<file path="config.mk">
export PLATFORM = sky130hd
export DESIGN_NAME = serial_tx
export DESIGN_NICKNAME = d
export VERILOG_FILES = /design/src/rtl/sertx_pkg.sv /design/src/rtl/sertx_ctrl.sv /design/src/rtl/sertx_datapath.sv /design/src/rtl/serial_tx.sv
export SDC_FILE = /design/constraint.sdc
export NUM_CORES = 1
export LEC_CHECK = 0
export BUFFER_PORTS_ARGS = -buffer_cell sky130_fd_sc_hd__buf_2
export CORE_MARGIN = 2
export CORE_UTILIZATION = 51
export DETAILED_ROUTE_END_ITERATION = 10
export GPL_TIMING_DRIVEN = 0
export PLACE_DENSITY = 0.74
export SYNTH_ARGS = -nofsm -noshare
export SYNTH_HDL_FRONTEND = slang
export SYNTH_HIERARCHICAL = 1
export SYNTH_SLANG_ARGS = --single-unit
</file>
<file path="constraint.sdc">
create_clock -name clk -period 2.25 [get_ports clk]
set_clock_uncertainty 0.1 [all_clocks]
set_input_delay 0 -clock clk [delete_from_list [all_inputs] [get_ports clk]]
set_output_delay 0 -clock clk [all_outputs]
set_load 0.005 [all_outputs]
</file>
<file path="src/rtl/sertx_pkg.sv">
package sertx_pkg;

  // Frame sequencer states
  typedef enum logic [2:0] {
    ST_IDLE,
    ST_START,
    ST_DATA,
    ST_PAR,
    ST_STOP
  } txState_e;

  // What the datapath puts on the line
  typedef enum logic [1:0] {
    LINE_MARK,
    LINE_SPACE,
    LINE_DATA,
    LINE_PAR
  } lineSel_e;

  // Strobes from control to datapath
  typedef struct packed {
    logic     load;
    logic     shift;
    lineSel_e sel;
  } dpCmd_t;

endpackage

</file>
<file path="src/rtl/sertx_ctrl.sv">
module sertx_ctrl
  import sertx_pkg::*;
#(
  parameter int TICKS  = 16,
  parameter int WORD_W = 8
) (
  input  logic       clk,
  input  logic       rst,
  input  logic       tick,
  input  logic       wrEn,
  input  logic [4:0] lineCtl,
  output dpCmd_t     cmd,
  output logic       holdEmpty,
  output logic       shiftEmpty,
  output logic       emptyEvt
);

  localparam int CNT_W    = $clog2(2 * TICKS);
  localparam int IDX_W    = $clog2(WORD_W);
  localparam int WORD_MIN = WORD_W - 3;
  localparam logic [CNT_W-1:0] BIT_LAST    = CNT_W'(TICKS - 1);
  localparam logic [CNT_W-1:0] STOP1_LAST  = CNT_W'(TICKS - 1);
  localparam logic [CNT_W-1:0] STOP15_LAST = CNT_W'(TICKS + TICKS / 2 - 1);
  localparam logic [CNT_W-1:0] STOP2_LAST  = CNT_W'(2 * TICKS - 1);

  txState_e          state, stateNxt;
  logic [CNT_W-1:0]  cnt, cntNxt;
  logic [IDX_W-1:0]  bitIdx, idxNxt;
  logic [IDX_W-1:0]  lastIdx;
  logic [CNT_W-1:0]  stopLast;
  logic              parOn;
  logic              holdFull;
  logic              doLoad, doShift;
  logic [CNT_W-1:0]  stopPick;

  // Stop time chosen from the settings at handoff
  always_comb begin
    if (!lineCtl[2])               stopPick = STOP1_LAST;
    else if (lineCtl[1:0] == 2'b00) stopPick = STOP15_LAST;
    else                           stopPick = STOP2_LAST;
  end

  // Next-state logic for the frame sequencer
  always_comb begin
    stateNxt = state;
    cntNxt   = cnt;
    idxNxt   = bitIdx;
    doLoad   = 1'b0;
    doShift  = 1'b0;
    unique case (state)
      ST_IDLE: begin
        if (tick && holdFull) begin
          doLoad   = 1'b1;
          stateNxt = ST_START;
          cntNxt   = '0;
        end
      end
      ST_START, ST_DATA, ST_PAR: begin
        if (tick) begin
          if (cnt == BIT_LAST) begin
            cntNxt = '0;
            if (state == ST_START) begin
              stateNxt = ST_DATA;
              idxNxt   = '0;
            end else if (state == ST_DATA) begin
              doShift = 1'b1;
              if (bitIdx == lastIdx) stateNxt = parOn ? ST_PAR : ST_STOP;
              else                   idxNxt   = bitIdx + 1'b1;
            end else begin
              stateNxt = ST_STOP;
            end
          end else begin
            cntNxt = cnt + 1'b1;
          end
        end
      end
      ST_STOP: begin
        if (tick) begin
          if (cnt == stopLast) begin
            cntNxt = '0;
            if (holdFull) begin
              doLoad   = 1'b1;
              stateNxt = ST_START;
            end else begin
              stateNxt = ST_IDLE;
            end
          end else begin
            cntNxt = cnt + 1'b1;
          end
        end
      end
      default: stateNxt = ST_IDLE;
    endcase
  end

  always_ff @(posedge clk) begin
    if (rst) begin
      state    <= ST_IDLE;
      cnt      <= '0;
      bitIdx   <= '0;
      lastIdx  <= IDX_W'(WORD_W - 1);
      stopLast <= STOP1_LAST;
      parOn    <= 1'b0;
      holdFull <= 1'b0;
      emptyEvt <= 1'b0;
    end else begin
      state    <= stateNxt;
      cnt      <= cntNxt;
      bitIdx   <= idxNxt;
      emptyEvt <= doLoad;
      if (wrEn)        holdFull <= 1'b1;
      else if (doLoad) holdFull <= 1'b0;
      if (doLoad) begin
        lastIdx  <= IDX_W'(WORD_MIN - 1) + IDX_W'(lineCtl[1:0]);
        stopLast <= stopPick;
        parOn    <= lineCtl[3];
      end
    end
  end

  always_comb begin
    cmd.load  = doLoad;
    cmd.shift = doShift;
    unique case (state)
      ST_START: cmd.sel = LINE_SPACE;
      ST_DATA:  cmd.sel = LINE_DATA;
      ST_PAR:   cmd.sel = LINE_PAR;
      default:  cmd.sel = LINE_MARK;
    endcase
  end

  assign holdEmpty  = !holdFull;
  assign shiftEmpty = (state == ST_IDLE);


  hold_low_after_write_chk: assert property (@(posedge clk) disable iff (rst)
    wrEn |=> !holdEmpty);


  evt_flags_chk: assert property (@(posedge clk) disable iff (rst)
    emptyEvt |-> (holdEmpty && !shiftEmpty));


  hold_rise_evt_chk: assert property (@(posedge clk) disable iff (rst)
    $rose(holdEmpty) |-> emptyEvt);


  shift_fall_evt_chk: assert property (@(posedge clk) disable iff (rst)
    $fell(shiftEmpty) |-> emptyEvt);

endmodule

</file>
<file path="src/rtl/sertx_datapath.sv">
module sertx_datapath
  import sertx_pkg::*;
#(
  parameter int WORD_W = 8
) (
  input  logic              clk,
  input  logic              rst,
  input  logic              wrEn,
  input  logic [WORD_W-1:0] wrData,
  input  logic [4:0]        lineCtl,
  input  dpCmd_t            cmd,
  output logic              txOut
);

  logic [WORD_W-1:0] holdReg;
  logic [WORD_W-1:0] shiftReg;
  logic [WORD_W-1:0] lenMask;
  logic [WORD_W-1:0] maskedWord;
  logic              parBit;

  // Keep only the selected number of low bits
  always_comb begin
    lenMask    = {WORD_W{1'b1}} >> (2'd3 - lineCtl[1:0]);
    maskedWord = holdReg & lenMask;
  end

  always_ff @(posedge clk) begin
    if (rst) begin
      holdReg  <= '0;
      shiftReg <= '0;
      parBit   <= 1'b0;
    end else begin
      if (wrEn) holdReg <= wrData;
      if (cmd.load) begin
        shiftReg <= maskedWord;
        parBit   <= lineCtl[4] ? (^maskedWord) : (~^maskedWord);
      end else if (cmd.shift) begin
        shiftReg <= shiftReg >> 1;
      end
    end
  end

  always_comb begin
    unique case (cmd.sel)
      LINE_SPACE: txOut = 1'b0;
      LINE_DATA:  txOut = shiftReg[0];
      LINE_PAR:   txOut = parBit;
      default:    txOut = 1'b1;
    endcase
  end

endmodule

</file>
<file path="src/rtl/serial_tx.sv">
module serial_tx
  import sertx_pkg::*;
#(
  parameter int TICKS  = 16,
  parameter int WORD_W = 8
) (
  input  logic              clk,
  input  logic              rst,
  input  logic              tick16,
  input  logic              wrEn,
  input  logic [WORD_W-1:0] wrData,
  input  logic [4:0]        lineCtl,
  output logic              txOut,
  output logic              holdEmpty,
  output logic              shiftEmpty,
  output logic              emptyEvt
);

  dpCmd_t cmd;

  sertx_ctrl #(.TICKS(TICKS), .WORD_W(WORD_W)) uCtrl (
    .clk        (clk),
    .rst        (rst),
    .tick       (tick16),
    .wrEn       (wrEn),
    .lineCtl    (lineCtl),
    .cmd        (cmd),
    .holdEmpty  (holdEmpty),
    .shiftEmpty (shiftEmpty),
    .emptyEvt   (emptyEvt)
  );

  sertx_datapath #(.WORD_W(WORD_W)) uPath (
    .clk     (clk),
    .rst     (rst),
    .wrEn    (wrEn),
    .wrData  (wrData),
    .lineCtl (lineCtl),
    .cmd     (cmd),
    .txOut   (txOut)
  );


  reset_state_chk: assert property (@(posedge clk)
    rst |=> (holdEmpty && shiftEmpty && txOut && !emptyEvt));


  start_on_evt_chk: assert property (@(posedge clk) disable iff (rst)
    emptyEvt |-> !txOut);


  idle_mark_chk: assert property (@(posedge clk) disable iff (rst)
    $rose(shiftEmpty) |-> txOut);


  tick_only_chk: assert property (@(posedge clk) disable iff (rst)
    !tick16 |=> $stable(txOut));

endmodule

</file>
Word-level counts from Yosys, hierarchy flattened
Cells that the tools add are included.
- bits in registers: 39
- input bits: 17
- output and inout bits: 4
- word-level logic and storage cells: 87
- add/sub/neg operators: 4
- eq/ne operators: 17
- shifts and indexed selects: 1
- multiplexer cells: 39
- bitwise gates (word level): 1
- reduce and logical (&&, ||, !) cells: 14
- operators by type and width (operator ; count):
    two-way mux 3 bit ; 12
    two-way mux 5 bit ; 6
    two-way mux 8 bit ; 2
    one-hot mux 5 bit (3 select lines) ; 1
    two-way mux 1 bit ; 13
    one-hot mux 3 bit (3 select lines) ; 1
    bitwise AND 8 bit ; 1
    inequality test 2 x 1 -> 1 bit, second input constant ; 4
    XNOR reduction 8 bit ; 1
    XOR reduction 8 bit ; 1
    >> shifter 8 x 2 -> 8 bit, first input constant ; 1
    == test 3 x 2 -> 1 bit, second input constant ; 2
    one-hot mux 2 bit (3 select lines) ; 1
    AND reduction 6 bit ; 1
    nonzero test 2 bit ; 3
    adder 5 x 1 -> 5 bit, second input constant ; 1
    == test 5 x 4 -> 1 bit, second input constant ; 1
    == test 5 bit ; 1
    AND reduction 5 bit ; 1
    == test 2 bit, second input constant ; 2
    two-way mux 4 bit ; 1
    inequality test 2 bit, second input constant ; 2
    inequality test 4 x 3 -> 1 bit, second input constant ; 1
    AND reduction 4 bit ; 1
    15 further kinds ; 15

Depth between registers and ports, before layout
- word-level depth: 8
- depth in mapped cells: 12
- gate-level depth less buffers: 10

By module
Netlist, hierarchy kept.
- modules (own cells, without submodules) (module ; instances ; cells an instance ; area an instance (um2) ; seq. area each (um2)):
    sertx_ctrl ; 1 ; 124 ; 1033.5 ; 360.3
    sertx_datapath ; 1 ; 84 ; 777.0 ; 340.3

Worst setup path before layout
No wires, ideal clock.
- kind: reg2reg
- start: reg uCtrl.cnt[0]
- end: reg uPath.parBit
- setup time: 0.128 ns
- arrival: 1.964 ns
- data required time: 2.022 ns
- setup slack: 0.058 ns
- cell stages (with the launch flop): 12
- clock period less this slack: 2.192 ns
- cell sequence: dfxtp_1 > ha_1 > nand2_1 > nor3_2 > o2111ai_1 > buf_4 > inv_1 > buf_4 > clkbuf_1 > buf_2 > mux2i_1 > nor2_1
- longest elaborated chain between the ends: 4
- RTL lines (what ; line ; RTL):
    start: declaration ; sertx_ctrl.sv:27 ; logic [CNT_W-1:0] cnt, cntNxt;
    start signal: assignment ; sertx_ctrl.sv:108 ; cnt <= cntNxt;
    == test 5 bit ; sertx_ctrl.sv:79 ; if (cnt == stopLast) begin
    two-way mux 1 bit ; sertx_ctrl.sv:79 ;
    two-way mux 1 bit ; sertx_ctrl.sv:78 ; if (tick) begin
    one-hot mux 1 bit (2 select lines) ; sertx_ctrl.sv:50 ; unique case (state)
    via uCtrl.doLoad ; sertx_ctrl.sv:33 ; logic doLoad, doShift;
    end signal: assignment ; sertx_datapath.sv:36 ; parBit <= lineCtl[4] ? (^maskedWord) : (~^maskedWord);
    end: declaration ; sertx_datapath.sv:19 ; logic parBit;
The timed path passes the listed nets, and every way through them passes these cells.
A chain may end at the register's enable or synchronous reset.

Worst setup path after layout
Same ends and word-level chain as after synthesis.

==> impl_metrics.toml <==
[die]
io-pin-count = 21
num_rows = 21
initial_core_util_pct = 53.8
die_x_um = 63.6
coreArea_um2 = 3360
die_area_um2 = 4040
fp.dieH_um = 63.6

[timing]
rsz0062_at_grt = "true"
period_share_pct = 94.4
setup_viol = 0
tightest_slew_ps = 587
post-route-min-period_ps = 2120
finalMaxSlewViolations = 0
hold_viol_final = 0
slew_headroom_pct = 60.9
fmax_mhz = 471

[cts]
numCtsBuffers = 5
root_buffer = "clkbuf_4"
clock_latency_ps = 330
cts_tree = "built"
cts_sinks = 35
clockBufferDepth = 2
clk_pin_slew_worst_paths_ps = 100
cts.htree.levels = 2

[layout]
layout-drive-gt1-share_pct = 21.9
finalNetCount = 271
synthToLayoutAreaGrowth_pct = 24.0
finalNonFillerCells = 297
antennaDiodeCount = 0

[min_path]
hold_path_end = "uPath/parBit"
hold_path.startpoint = "lineCtl[4]"
hold_depth = 6
hold_class = "primary input to register"

[synth]
synth_nets = 229
synth_async_sr_flop_share_pct = 0
yosys_warnings = 6
avgSynthCellArea_um2 = 8.70
yosysSeqAreaShare_pct = 38.7
synth_enable_flop_cells = 0
synth_cell_type_count = 46
ys.flop_type = "dfxtp_1"
synth_area_um2 = 1810
postSynthCellCount = 208
synth_seq_cells = 35

[global_route]
antenna_found_initial = 0
grt_pass1_wl_um = 7020
grt_pass1_vias = 1560
gr-total-overflow = 0
grt_max_degree = 12
grt_usage_pct = 22.2

[drt]
drc = 0
drt-pass1-iter-count = 4
detail_route.iter0.violations = 64
ant_nets = 0
viasPerCell = 5.43
num_vias = 1614
wl_per_cell_um = 14.0
drt-total-wl_um = 4160

[power_and_ir_drop]
power_switching_uw = 373
p_total_mw = 1.34
p_int_uw = 963
p_comb_share_pct = 19.5
peakVddDrop_v = 0.000485
swShare_pct = 27.9
power.leakage_nw = 0.895
cellPowerDensity_nw_per_um2 = 595
clock_power_share_pct = 29.3
share_seq_of_total_power_pct = 51.2

[critical_path]
criticalPathCategory = "register to register"
crit_fanout = 10
regToRegEndpoint = "uPath/parBit"
critical_path.startpoint_type = "register"
arrival_ps = 2230
required_ps = 2360
r2r_slack_ps = 130
reg2reg_depth = 10
timing.rr.start = "uCtrl/cnt[0]"
cp-end-kind = "register"

[place]
dp.cells = 274
dp_hpwl_um = 2610
portBuffers = 20
gp_congestion = 0.841

[run]
max_cap_viol_count = 0

[outcome]
status = "complete, no violations"
[through the flow]
stage	setup slack (ps)	hold WS [ps]	util, %	instance area, µm²	TNS, ps
global placement	-299	125	58.5	1970	-1690
finish	126	290	66.8	2250	0
floorplan	57.9	17.4	-	1810	0
CTS	-3.84	268	65.4	2200	-3.84
global route	-14.1	287	66.8	2250	-14.1
detailed placement	-316	135	58.5	1970	-1780
[registers in the layout, indices dropped and copies added, names as in the netlist]
register	count
uCtrl/bitIdx	3
uCtrl/emptyEvt	1
uCtrl/state	3
uCtrl/stopLast	2
uCtrl/parOn	1
uCtrl/lastIdx	2
uPath/shiftReg	8
uPath/holdReg	8
uPath/parBit	1
uCtrl/holdFull	1
uCtrl/cnt	5
[layout by cell type, fill, tap and decap left out, types with 3 or more instances in the layout]
cell	n
nor2_1	33
o21ai_0	7
o21ai_1	3
clkbuf_4	5
a21oi_1	15
inv_1	7
clkbuf_1	5
nand2_1	9
xor2_1	3
mux2i_1	19
a31oi_1	4
buf_2	22
buf_4	4
xnor2_1	6
nor2b_1	4
nor3_1	3
dfxtp_1	32
nand3_1	5
dlygate4sd3_1	15
[worst max path at each step]
stage | from | endpoint | slack, ps | cells past startpoint
2_1_floorplan | uCtrl/cnt[0] | uPath/parBit | 60 | 11
3_3_place_gp | uCtrl/cnt[0] | uPath/parBit | -300 | 11
3_5_place_dp | uCtrl/cnt[0] | uPath/parBit | -320 | 11
4_1_cts | uCtrl/cnt[0] | uCtrl/bitIdx[2] | -4 | 9
5_1_grt | uCtrl/cnt[0] | uPath/parBit | -10 | 10
6_report | uCtrl/cnt[0] | uPath/parBit | 130 | 10
[power groups by stage]
stage	Clock [mW]	Sequential, mW	Combinational, mW
6_report	0.392	0.684	0.260
5_1_grt	0.434	0.689	0.286
4_1_cts	0.408	0.680	0.254
3_5_place_dp	0	0.693	0.230
3_3_place_gp	0	0.693	0.226
2_1_floorplan	0	0.685	0.173
[layer usage]
layer / vias to the layer above / part of all wire, % / GRT usage, % / routed length, µm
li1: 816 / - / - / -
met1: 755 / 47 / 28.0 / 1940
met2: 33 / 48 / 35.9 / 2020
met3: 10 / 3.0 / 4.64 / 124
met4: 0 / 1.9 / 10.9 / 78
met5: - / 0 / 0 / 0
[logic make-up after synthesis]
kind of cell / share of synthesized area [%]
DFF: 38.7
AOI/OAI and AO/OA: 15.5
and+or+nand+nor: 21.4
buffers and inverters: 4.98
adders and majority gates: 2.76
xor gates and xnor gates: 6.08
muxes: 10.5
[critical path, stage by stage, from the launching register on]
cell,delay [ps]
dfxtp_4,390
ha_4,150
nand2_1,80
nor3_2,310
o2111ai_1,180
buf_4,190
inv_1,40
buf_4,140
buf_4,180
mux2i_1,210
nor2_1,50
[repair_timing]
| action | CTS | global route |
|---|---|---|
| endpoints found under the hold margin | 20 | 0 |
| setup endpoints to repair | 10 | 12 |
| buffers inserted | 1 | 0 |
| gates cloned | 0 | 1 |
| gates resized for setup | 2 | 13 |
| hold buffers | 15 | 0 |
| pin swaps | 0 | 2 |
[layout make-up]
class,instances,area (µm²)
inverter,8,30.0
sequential,35,707
clock inverter,1,7.51
tap,46,57.6
multi-input combinational,153,1060
buffer,10,57.6
clock buffer,7,65.1
fill,286,1120
timing repair buffer,37,263
[synth_stat cells (3+ instances only)]
master	n	area, µm²
nand2_1	9	33.8
dfxtp_1	35	701
nor2_1	34	128
nor3_1	3	15.0
a21oi_1	16	80.1
clkbuf_1	6	22.5
o21ai_1	3	15.0
inv_1	8	30.0
xnor2_1	6	52.6
mux2i_1	19	190
a31oi_1	4	25.0
ha_1	4	50.1
buf_4	3	22.5
o21ai_0	7	35.0
nand3_1	5	25.0
nor2b_1	4	25.0
xor2_1	4	35.0
buf_2	3	15.0
(Power assumes the default switching activity.)
